**config.mk**
```make
export PLATFORM = sky130hd
export DESIGN_NAME = cache_geom_rd
export DESIGN_NICKNAME = d
export VERILOG_FILES = /design/src/rtl/cache_geom_pkg.sv /design/src/rtl/cgr_decode.sv /design/src/rtl/cgr_access_ctl.sv /design/src/rtl/cgr_table.sv /design/src/rtl/cache_geom_rd.sv
export SDC_FILE = /design/constraint.sdc
export NUM_CORES = 1
export LEC_CHECK = 0
export CELL_PAD_IN_SITES_DETAIL_PLACEMENT = 0
export CELL_PAD_IN_SITES_GLOBAL_PLACEMENT = 1
export CORE_ASPECT_RATIO = 0.9
export CORE_MARGIN = 2
export CORE_UTILIZATION = 35
export DETAILED_ROUTE_END_ITERATION = 12
export MAX_ROUTING_LAYER = met4
export PLACE_DENSITY_LB_ADDON = 0.1
export SKIP_CTS_REPAIR_TIMING = 1
export SYNTH_ARGS = -nofsm -noshare
export SYNTH_HDL_FRONTEND = slang
export SYNTH_HIERARCHICAL = 1
export SYNTH_SLANG_ARGS = --single-unit
```
**constraint.sdc**
```tcl
create_clock -name clk_i -period 3.08 [get_ports clk_i]
set_input_delay 0.462 -clock clk_i [delete_from_list [all_inputs] [get_ports clk_i]]
set_output_delay 0.462 -clock clk_i [all_outputs]
set_load 0.1 [all_outputs]
```
**src/rtl/cache_geom_pkg.sv**
```systemverilog
package cache_geom_pkg;
  typedef enum logic [1:0] {
    ST_OK      = 2'd0,
    ST_UNDEF   = 2'd1,
    ST_TRAP    = 2'd2,
    ST_NOMATCH = 2'd3
  } rd_status_e;

  localparam logic [5:0] EC_SYSREG = 6'h18;

  typedef struct packed {
    logic [1:0] op0;
    logic [2:0] op1;
    logic [3:0] crn;
    logic [3:0] crm;
    logic [2:0] op2;
  } sysreg_enc_t;

  typedef struct packed {
    rd_status_e status;
    logic [1:0] target_el;
    logic [5:0] ec;
  } access_res_t;
endpackage

```
**src/rtl/cgr_decode.sv**
```systemverilog
module cgr_decode
  import cache_geom_pkg::*;
#(
  parameter sysreg_enc_t MATCH_ENC = '{op0: 2'b11, op1: 3'b001, crn: 4'b0000, crm: 4'b0000, op2: 3'b010}
) (
  input  sysreg_enc_t enc_i,
  output logic        hit_o
);
  always_comb begin
    hit_o = (enc_i.op0 == MATCH_ENC.op0) && (enc_i.op1 == MATCH_ENC.op1) &&
            (enc_i.crn == MATCH_ENC.crn) && (enc_i.crm == MATCH_ENC.crm) &&
            (enc_i.op2 == MATCH_ENC.op2);
  end
endmodule

```
**src/rtl/cgr_access_ctl.sv**
```systemverilog
module cgr_access_ctl
  import cache_geom_pkg::*;
(
  input  logic        hit_i,
  input  logic        feat_ext_idx_i,
  input  logic        feat_id_trap_i,
  input  logic [1:0]  cur_el_i,
  input  logic        el2_en_i,
  input  logic        hcr_tge_i,
  input  logic        hcr_tid2_i,
  input  logic        hcr_tid4_i,
  output access_res_t res_o
);
  always_comb begin
    res_o = '{status: ST_OK, target_el: 2'd0, ec: 6'd0};
    if (!hit_i) begin
      res_o.status = ST_NOMATCH;
    end else if (!feat_ext_idx_i) begin
      res_o.status = ST_UNDEF;
    end else begin
      unique case (cur_el_i)
        2'd0: begin
          if (feat_id_trap_i) begin
            res_o.status    = ST_TRAP;
            res_o.ec        = EC_SYSREG;
            res_o.target_el = (el2_en_i && hcr_tge_i) ? 2'd2 : 2'd1;
          end else begin
            res_o.status = ST_UNDEF;
          end
        end
        2'd1: begin
          // group-2 bit has priority; both route to the same target
          if (el2_en_i && (hcr_tid2_i || hcr_tid4_i)) begin
            res_o.status    = ST_TRAP;
            res_o.ec        = EC_SYSREG;
            res_o.target_el = 2'd2;
          end
        end
        default: res_o.status = ST_OK;
      endcase
    end
  end
endmodule

```
**src/rtl/cgr_table.sv**
```systemverilog
module cgr_table #(
  parameter int unsigned LVL_W   = 3,
  parameter int unsigned SETS_W  = 24,
  parameter int unsigned NUM_LVL = 1 << LVL_W,
  parameter int unsigned NUM_ENT = 2 * NUM_LVL,
  parameter logic [NUM_ENT*SETS_W-1:0] SETS = '0,
  parameter logic [NUM_LVL-1:0] LVL_IMPL = '0,
  parameter logic [NUM_LVL-1:0] LVL_UNIFIED = '0
) (
  input  logic [LVL_W-1:0]  level_i,
  input  logic              instr_i,
  output logic [SETS_W-1:0] sets_o,
  output logic              impl_o
);
  localparam int unsigned IDX_W = LVL_W + 1;

  logic [SETS_W-1:0] ent [NUM_ENT];

  for (genvar g = 0; g < NUM_ENT; g++) begin : g_ent
    assign ent[g] = SETS[g*SETS_W +: SETS_W];
  end

  logic [IDX_W-1:0] idx;
  always_comb begin
    idx    = {level_i, instr_i & ~LVL_UNIFIED[level_i]};
    sets_o = ent[idx];
    impl_o = LVL_IMPL[level_i];
  end
endmodule

```
**src/rtl/cache_geom_rd.sv**
```systemverilog
module cache_geom_rd
  import cache_geom_pkg::*;
#(
  parameter int unsigned LVL_W   = 3,
  parameter int unsigned SETS_W  = 24,
  parameter int unsigned DATA_W  = 64,
  parameter int unsigned NUM_LVL = 1 << LVL_W,
  parameter int unsigned NUM_ENT = 2 * NUM_LVL,
  parameter logic [NUM_ENT*SETS_W-1:0] SETS = {
    {(NUM_ENT-6){24'd0}}, 24'd5, 24'hFFFFFF, 24'd9, 24'd1499, 24'd127, 24'd255},
  parameter logic [NUM_LVL-1:0] LVL_IMPL    = 8'b0000_0111,
  parameter logic [NUM_LVL-1:0] LVL_UNIFIED = 8'b0000_0110
) (
  input  logic              clk_i,
  input  logic              rst_ni,
  input  logic              req_valid_i,
  output logic              req_ready_o,
  input  logic [1:0]        req_op0_i,
  input  logic [2:0]        req_op1_i,
  input  logic [3:0]        req_crn_i,
  input  logic [3:0]        req_crm_i,
  input  logic [2:0]        req_op2_i,
  input  logic [1:0]        cur_el_i,
  input  logic              feat_ext_idx_i,
  input  logic              feat_id_trap_i,
  input  logic              el2_en_i,
  input  logic              hcr_tge_i,
  input  logic              hcr_tid2_i,
  input  logic              hcr_tid4_i,
  input  logic [LVL_W-1:0]  sel_level_i,
  input  logic              sel_instr_i,
  output logic              rsp_valid_o,
  output logic [1:0]        rsp_status_o,
  output logic [1:0]        rsp_target_el_o,
  output logic [5:0]        rsp_ec_o,
  output logic [DATA_W-1:0] rsp_data_o
);
  localparam int unsigned PAD_W = DATA_W - SETS_W;

  sysreg_enc_t       enc;
  logic              hit;
  access_res_t       res;
  logic [SETS_W-1:0] sets;
  logic              impl;
  logic [DATA_W-1:0] data_d;
  logic              ready_q;
  logic              accept;

  assign enc = '{op0: req_op0_i, op1: req_op1_i, crn: req_crn_i, crm: req_crm_i, op2: req_op2_i};

  cgr_decode u_dec (
    .enc_i (enc),
    .hit_o (hit)
  );

  cgr_access_ctl u_acc (
    .hit_i          (hit),
    .feat_ext_idx_i (feat_ext_idx_i),
    .feat_id_trap_i (feat_id_trap_i),
    .cur_el_i       (cur_el_i),
    .el2_en_i       (el2_en_i),
    .hcr_tge_i      (hcr_tge_i),
    .hcr_tid2_i     (hcr_tid2_i),
    .hcr_tid4_i     (hcr_tid4_i),
    .res_o          (res)
  );

  cgr_table #(
    .LVL_W       (LVL_W),
    .SETS_W      (SETS_W),
    .NUM_LVL     (NUM_LVL),
    .NUM_ENT     (NUM_ENT),
    .SETS        (SETS),
    .LVL_IMPL    (LVL_IMPL),
    .LVL_UNIFIED (LVL_UNIFIED)
  ) u_tbl (
    .level_i (sel_level_i),
    .instr_i (sel_instr_i),
    .sets_o  (sets),
    .impl_o  (impl)
  );

  // non-implemented level: zero data, ok status
  always_comb begin
    data_d = '0;
    if (res.status == ST_OK && impl) data_d = {{PAD_W{1'b0}}, sets};
  end

  assign req_ready_o = ready_q;
  assign accept      = req_valid_i && ready_q;

  always_ff @(posedge clk_i or negedge rst_ni) begin
    if (!rst_ni) begin
      ready_q         <= 1'b0;
      rsp_valid_o     <= 1'b0;
      rsp_status_o    <= 2'd0;
      rsp_target_el_o <= 2'd0;
      rsp_ec_o        <= 6'd0;
      rsp_data_o      <= '0;
    end else begin
      ready_q     <= 1'b1;
      rsp_valid_o <= accept;
      if (accept) begin
        rsp_status_o    <= res.status;
        rsp_target_el_o <= res.target_el;
        rsp_ec_o        <= res.ec;
        rsp_data_o      <= data_d;
      end
    end
  end
endmodule

```
==> impl_metrics.env, run 1 <==
export IMPL_num_vias=1512
export IMPL_worst_r2r_endpoint="rsp_ec_o[0]"
export IMPL_synth_compound_gate_area_share_pct=18.5
export IMPL_std_cell_rows=28
export IMPL_fillCellCount=655
export IMPL_cp_cell_sequence="clkdlybuf4s50_1 -> nor4bb_1 -> and4_1 -> o311ai_0 -> or3b_1 -> buf_4 -> o2bb2ai_1"
export IMPL_maxCapViolCount=0
export IMPL_drt_wirelength_per_cell_um=14.1
export IMPL_start_util_pct=36.2
export IMPL_synthXorXnorAreaFrac_pct=0.365
export IMPL_ff2ff_setup_slack_ns=1.68
export IMPL_globalRouteOverflowTotal=0
export IMPL_clock_sink_count=36
export IMPL_core_area_um2=6620
export IMPL_sequential_area_um2=901
export IMPL_worstHoldPathType="primary input to async pin"
export IMPL_antennaDiodeCount=0
export IMPL_grt_antenna_before_repair=0
export IMPL_global_route_wire_length_before_repair_mm=8.01
export IMPL_max_freq_mhz=435
export IMPL_cts_buffers_inserted=5
export IMPL_cp_data_arrival_time_ns=2.50
export IMPL_outcome="complete, no violations"
export IMPL_final_hold_violation_count=0
export IMPL_critPathRequiredTime_ns=3.28
export IMPL_number_of_global_route_vias_before_repair=1550
export IMPL_multi_input_comb_area_um2=1080
export IMPL_path_class="primary input to register"
export IMPL_adder_and_majority_gate_portion_of_the_synthesized_area_pct=2.03
export IMPL_post_route_cells_drive_above_1_share_pct=35.7
export IMPL_groute_usage_overall_pct=13.9
export IMPL_avgSynthCellArea_um2=11.3
export IMPL_synth_top_area_share_pct=37.6
export IMPL_ir_drop_uv=279
export IMPL_slew_headroom_pct=43.9
export IMPL_ant_nets=0
export IMPL_synth_simple_area_share_pct=12.2
export IMPL_clk_pin_slew_ns=0.07
export IMPL_finalPower_mw=1.37
export IMPL_synth_top_area_cell="dfrtp_1"
export IMPL_synth_top_family_by_area="buffers and inverters"
export IMPL_total_negative_slack_for_setup_checks_ns=0
export IMPL_fin_worst_skew_ns=0.00455
export IMPL_drc_errors=0
export IMPL_drv_slew=0
export IMPL_pin_count_of_the_biggest_net_entering_global_routing=37
export IMPL_first_pass_iters=3
export IMPL_ys_types=40
export IMPL_post_route_period_util_pct=74.6
export IMPL_final_period_minus_worst_setup_slack_ns=2.30
export IMPL_most_common_layout_cells="conb_1 (45), buf_4 (41), dfrtp_1 (36)"
export IMPL_io_buffer_count=66
export IMPL_drc_violation_total_after_the_first_tritonroute_iteration=61
export IMPL_wirelength_mm=4.89
export IMPL_clockBufferDepth=2
export IMPL_cts_tree="yes"
export IMPL_setup_viol=0
export IMPL_worstReg2RegStart="req_ready_o"
export IMPL_critical_path_endpoint_type="register"
export IMPL_rsz0062_at_grt="no"
export IMPL_num_nets_final=291
export IMPL_detailedPlacementHpwl_mm=3.31
export IMPL_via_per_inst=4.34
export IMPL_pwr_density_cell_nw_per_um2=481
export IMPL_die_area_um2=7530
export IMPL_tightest_slew_ns=0.841
export IMPL_fp_dieW_um=91.3
export IMPL_sequential_fraction_of_the_synthesis_area_pct=37.6
export IMPL_start_kind="primary input"
export IMPL_critical_path_max_fanout=24
export IMPL_synth_cell_area_um2=2400
export IMPL_most_common_library_cell_in_the_layout_ignoring_fill_and_taps="conb_1"
export IMPL_yosys_mux_area_fraction_pct=4.69
export IMPL_insertion_delay_ns=0.29
export IMPL_p_leak_nw=1.25
export IMPL_reg2reg_depth=3
export IMPL_area_growth_syn_to_layout_pct=18.3
export IMPL_routabilityCongestion=0.705
export IMPL_h_tree_levels=2
export IMPL_crit_path_max_incr_delay_ns=0.45
export IMPL_synth_ff_latch_count=36
export IMPL_syn_instance_count=212
export IMPL_top_level_ports=107
export IMPL_cpMaxStageDelayCell="clkdlybuf4s50_1"
export IMPL_synthesis_yosys_warnings=6
export IMPL_die_h_um=82.5
export IMPL_post_synth_main_area_contributors="dfrtp_1 (38%), buf_4 (19%), o2bb2ai_2 (11%), nand3_1 (5.0%), mux2_2 (4.7%)"
export IMPL_ctsRootBufferMaster="clkbuf_8"
-- cell usage after synthesis, drive strengths merged --
master	count
xnor2	1
o221ai	1
nand4b	1
nor4bb	1
nand2	1
nor4	2
nor3	1
nand3b	2
dfrtp	36
o2bb2ai	24
buf	70
nand3	24
conb	3
nand2b	2
mux2	10
o21a	1
or3b	1
maj3	1
a21oi	1
a211oi	4
and4	1
o211ai	1
clkbuf	5
o21ai	1
nor2	6
nor2b	1
ha	3
nor4b	2
inv	4
o311ai	1
-- layout make-up --
class | instances | share of cell area (%)
clock buffer | 7 | 3.40
clock inverter | 1 | 1.06
inverter | 4 | 0.529
multi-input combinational | 139 | 38.1
sequential | 36 | 31.7
tap | 90 | 3.97
timing repair buffer | 71 | 21.3
-- layer usage --
layer / wire (um) / vias up / GRT usage (%)
met1: 2370 / 731 / 18.2
met5: 0 / - / -
li1: - / 733 / -
met3: 193 / 4 / 3.18
met2: 2290 / 44 / 22.3
met4: 36 / 0 / 3.18
-- power breakdown --
part	total, mW	leakage (nW)	internal, mW	switching (mW)
logic	0.419	0.706	0.0708	0.348
registers	0.486	0.480	0.481	0.00483
clock network	0.461	0.0645	0.286	0.175
total	1.37	1.25	0.838	0.527
-- stage by stage --
step                hold slack (ns)  setup WS, ns  util, %  cell area (um2)  std cells
finish                        0.274         0.783     42.9             2840        348
global route                  0.334         0.618     42.9             2840        348
CTS                           0.308         0.780     42.9             2840        348
detailed placement            0.475         0.499     40.9             2710        340
global placement              0.480         0.498     40.9             2710        340
floorplan                     0.166         0.517        -             2560        254
-- kinds of logic after synthesis --
group,Yosys count
buffers and inverters,79
and+or+nand+nor,45
DFF,36
AOI/OAI and AO/OA,34
muxes,10
adders and majority gates,4
other,3
xor gates and xnor gates,1
-- worst max-delay path by stage --
stage / startpoint / slack [ns] / endpoint / cells past startpoint
2_1_floorplan: sel_level_i[0] / 0.52 / rsp_data_o[13] / 8
3_3_place_gp: req_op2_i[0] / 0.50 / rsp_data_o[4] / 7
3_5_place_dp: req_op2_i[0] / 0.50 / rsp_data_o[20] / 7
4_1_cts: req_op2_i[0] / 0.78 / rsp_data_o[23] / 7
5_1_grt: req_op0_i[1] / 0.62 / rsp_data_o[0] / 7
6_report: req_op0_i[1] / 0.78 / rsp_data_o[23] / 7
-- state kept, by name, summed over array words and instances, names as in the netlist --
name / flops
rsp_ec_o: 6
rsp_valid_o: 1
rsp_data_o: 24
req_ready_o: 1
rsp_status_o: 2
rsp_target_el_o: 2
-- critical path, delay by kind of cell --
family,cells,cell delay (ns)
buffers and inverters,2,0.72
AND/OR/NAND/NOR,3,0.93
AO/OA/AOI/OAI,2,0.39
(Power assumes the default switching activity.)
==> run 2: changes to the inputs <==
--- a/config.mk
+++ b/config.mk
@@ -9,7 +9,7 @@
 export CELL_PAD_IN_SITES_GLOBAL_PLACEMENT = 1
 export CORE_ASPECT_RATIO = 0.9
 export CORE_MARGIN = 2
-export CORE_UTILIZATION = 35
+export CORE_UTILIZATION = 32
 export DETAILED_ROUTE_END_ITERATION = 12
 export MAX_ROUTING_LAYER = met4
 export PLACE_DENSITY_LB_ADDON = 0.1
==> constraint.sdc (replaced) <==
create_clock -name clk_i -period 2.3 [get_ports clk_i]
set_input_delay 0.345 -clock clk_i [delete_from_list [all_inputs] [get_ports clk_i]]
set_output_delay 0.345 -clock clk_i [all_outputs]
set_load 0.1 [all_outputs]
==> run 2 against run 1 <==
Critical path depth stayed put; sequential share of layout area down 0.28 points; global-route usage fell by 0.90 points; combinational power grew 35%; final area grew 0.88%; sequential power grew 35%; die area rose by 8.9%.
==> impl_metrics.env, run 2 (synthesis gave the netlist of run 1 again) <==
export IMPL_outcome="complete, no violations"
export IMPL_clock_sink_count=36
export IMPL_via_per_inst=4.22
export IMPL_path_class="primary input to register"
export IMPL_final_hold_violation_count=0
export IMPL_crit_path_max_incr_delay_ns=0.43
export IMPL_area_growth_syn_to_layout_pct=19.4
export IMPL_start_util_pct=33.6
export IMPL_rsz0062_at_grt="no"
export IMPL_h_tree_levels=2
export IMPL_clockBufferDepth=2
export IMPL_pin_count_of_the_biggest_net_entering_global_routing=37
export IMPL_global_route_wire_length_before_repair_mm=7.94
export IMPL_insertion_delay_ns=0.28
export IMPL_cts_buffers_inserted=5
export IMPL_io_buffer_count=66
export IMPL_registers_top_by_ff_count="rsp_data_o"
export IMPL_fin_worst_skew_ns=0.00430
export IMPL_p_leak_nw=1.27
export IMPL_cp_data_arrival_time_ns=2.27
export IMPL_cp_cell_sequence="clkdlybuf4s50_1 -> nor4b_2 -> and4_1 -> o311ai_0 -> or3b_1 -> buf_12 -> o2bb2ai_1"
export IMPL_groute_usage_overall_pct=13.0
export IMPL_drv_slew=0
export IMPL_fp_dieW_um=95.3
export IMPL_antennaDiodeCount=0
export IMPL_hold_worst_slack_ns=0.165
export IMPL_pwr_density_cell_nw_per_um2=576
export IMPL_top_level_ports=107
export IMPL_drc_errors=0
export IMPL_path_delay_family="simple AND/OR/NAND/NOR gates"
export IMPL_critical_path_endpoint_type="register"
export IMPL_ant_nets=0
export IMPL_setup_viol=0
export IMPL_die_area_um2=8210
export IMPL_core_area_um2=7150
export IMPL_finalPower_mw=1.65
export IMPL_tightest_slew_ns=0.843
export IMPL_worstHoldPathType="primary input to async pin"
export IMPL_clk_pin_slew_ns=0.07
export IMPL_drc_violation_total_after_the_first_tritonroute_iteration=29
export IMPL_fillCellCount=709
export IMPL_cpMaxStageDelayCell="or3b_1"
export IMPL_routabilityCongestion=0.707
export IMPL_number_of_global_route_vias_before_repair=1508
export IMPL_post_route_cells_drive_above_1_share_pct=36.5
export IMPL_wirelength_mm=5.02
export IMPL_largest_register_ffs=24
export IMPL_largest_registers="rsp_data_o: 24 flops, rsp_ec_o: 6 flops"
export IMPL_ir_drop_uv=321
export IMPL_detailedPlacementHpwl_mm=3.53
export IMPL_finish_utilization_pct=40.0
export IMPL_critical_path_max_fanout=24
export IMPL_critPathRequiredTime_ns=2.50
export IMPL_num_vias=1502
export IMPL_maxCapViolCount=0
export IMPL_ctsRootBufferMaster="clkbuf_8"
export IMPL_num_nets_final=297
export IMPL_globalRouteOverflowTotal=0
export IMPL_die_h_um=86.1
export IMPL_worst_path_buf_inv=2
export IMPL_post_route_period_util_pct=89.8
export IMPL_drt_wirelength_per_cell_um=14.1
export IMPL_grt_antenna_before_repair=0
export IMPL_slew_headroom_pct=43.8
export IMPL_final_period_minus_worst_setup_slack_ns=2.07
export IMPL_most_common_layout_cells="conb_1 (45), buf_4 (45), dfrtp_1 (36)"
export IMPL_start_kind="primary input"
export IMPL_std_cell_rows=29
export IMPL_total_negative_slack_for_setup_checks_ns=0
export IMPL_max_freq_mhz=484
export IMPL_cts_tree="yes"
export IMPL_first_pass_iters=4
## run 2: worst reg2reg max path: stages (launching register included)
cell	delay [ns]
dfrtp_1	0.60
nand2_2	0.30
inv_2	0.25
mux2_2	0.36
## run 2: worst paths after layout
kind	from	endpoint	slack [ns]	cells after the start
min	rst_ni	rsp_data_o[14]	0.16	1
max	req_op2_i[0]	rsp_data_o[0]	0.23	7
max reg2reg	req_ready_o	rsp_ec_o[0]	0.68	3
min in group clk_i	rsp_data_o[0]	rsp_data_o[0]	0.49	1
min reg2reg	rsp_data_o[0]	rsp_data_o[0]	0.49	1
max in group asynchronous	rst_ni	rsp_data_o[16]	1.61	1
## run 2: routing by layer
layer	vias to the layer above	part of all wire [%]	global-route usage, %	wire [um]
met5	-	0	-	0
met1	706	48	18.2	2390
met4	0	0.54	3.16	27
met3	2	5.7	3.60	284
li1	745	-	-	-
met2	49	46	18.6	2320
## run 2: where the power goes
part	switching [mW]	internal, mW	leakage [nW]
Clock	0.221	0.206	0.0410
Combinational	0.465	0.102	0.746
Sequential	0.00875	0.645	0.480
## run 2: metrics by stage
| step | setup slack, ns | std cells | area (um2) |
|---|---|---|---|
| floorplan | 0.301 | 254 | 2560 |
| CTS | 0.219 | 356 | 2860 |
| global placement | -0.0642 | 349 | 2790 |
| detailed placement | -0.0835 | 349 | 2790 |
| global route | 0.113 | 356 | 2860 |
| finish | 0.234 | 356 | 2860 |
## run 2: area by class of cell
| class | instances | area, um2 | share of cell area, % |
|---|---|---|---|
| Multi-Input combinational cell | 139 | 1080 | 37.7 |
| Sequential cell | 36 | 901 | 31.5 |
| Timing Repair Buffer | 77 | 673 | 23.5 |
| Tap cell | 93 | 116 | 4.06 |
| Clock buffer | 6 | 72.6 | 2.53 |
| Inverter | 4 | 15.0 | 0.524 |
| Clock inverter | 1 | 5.00 | 0.175 |
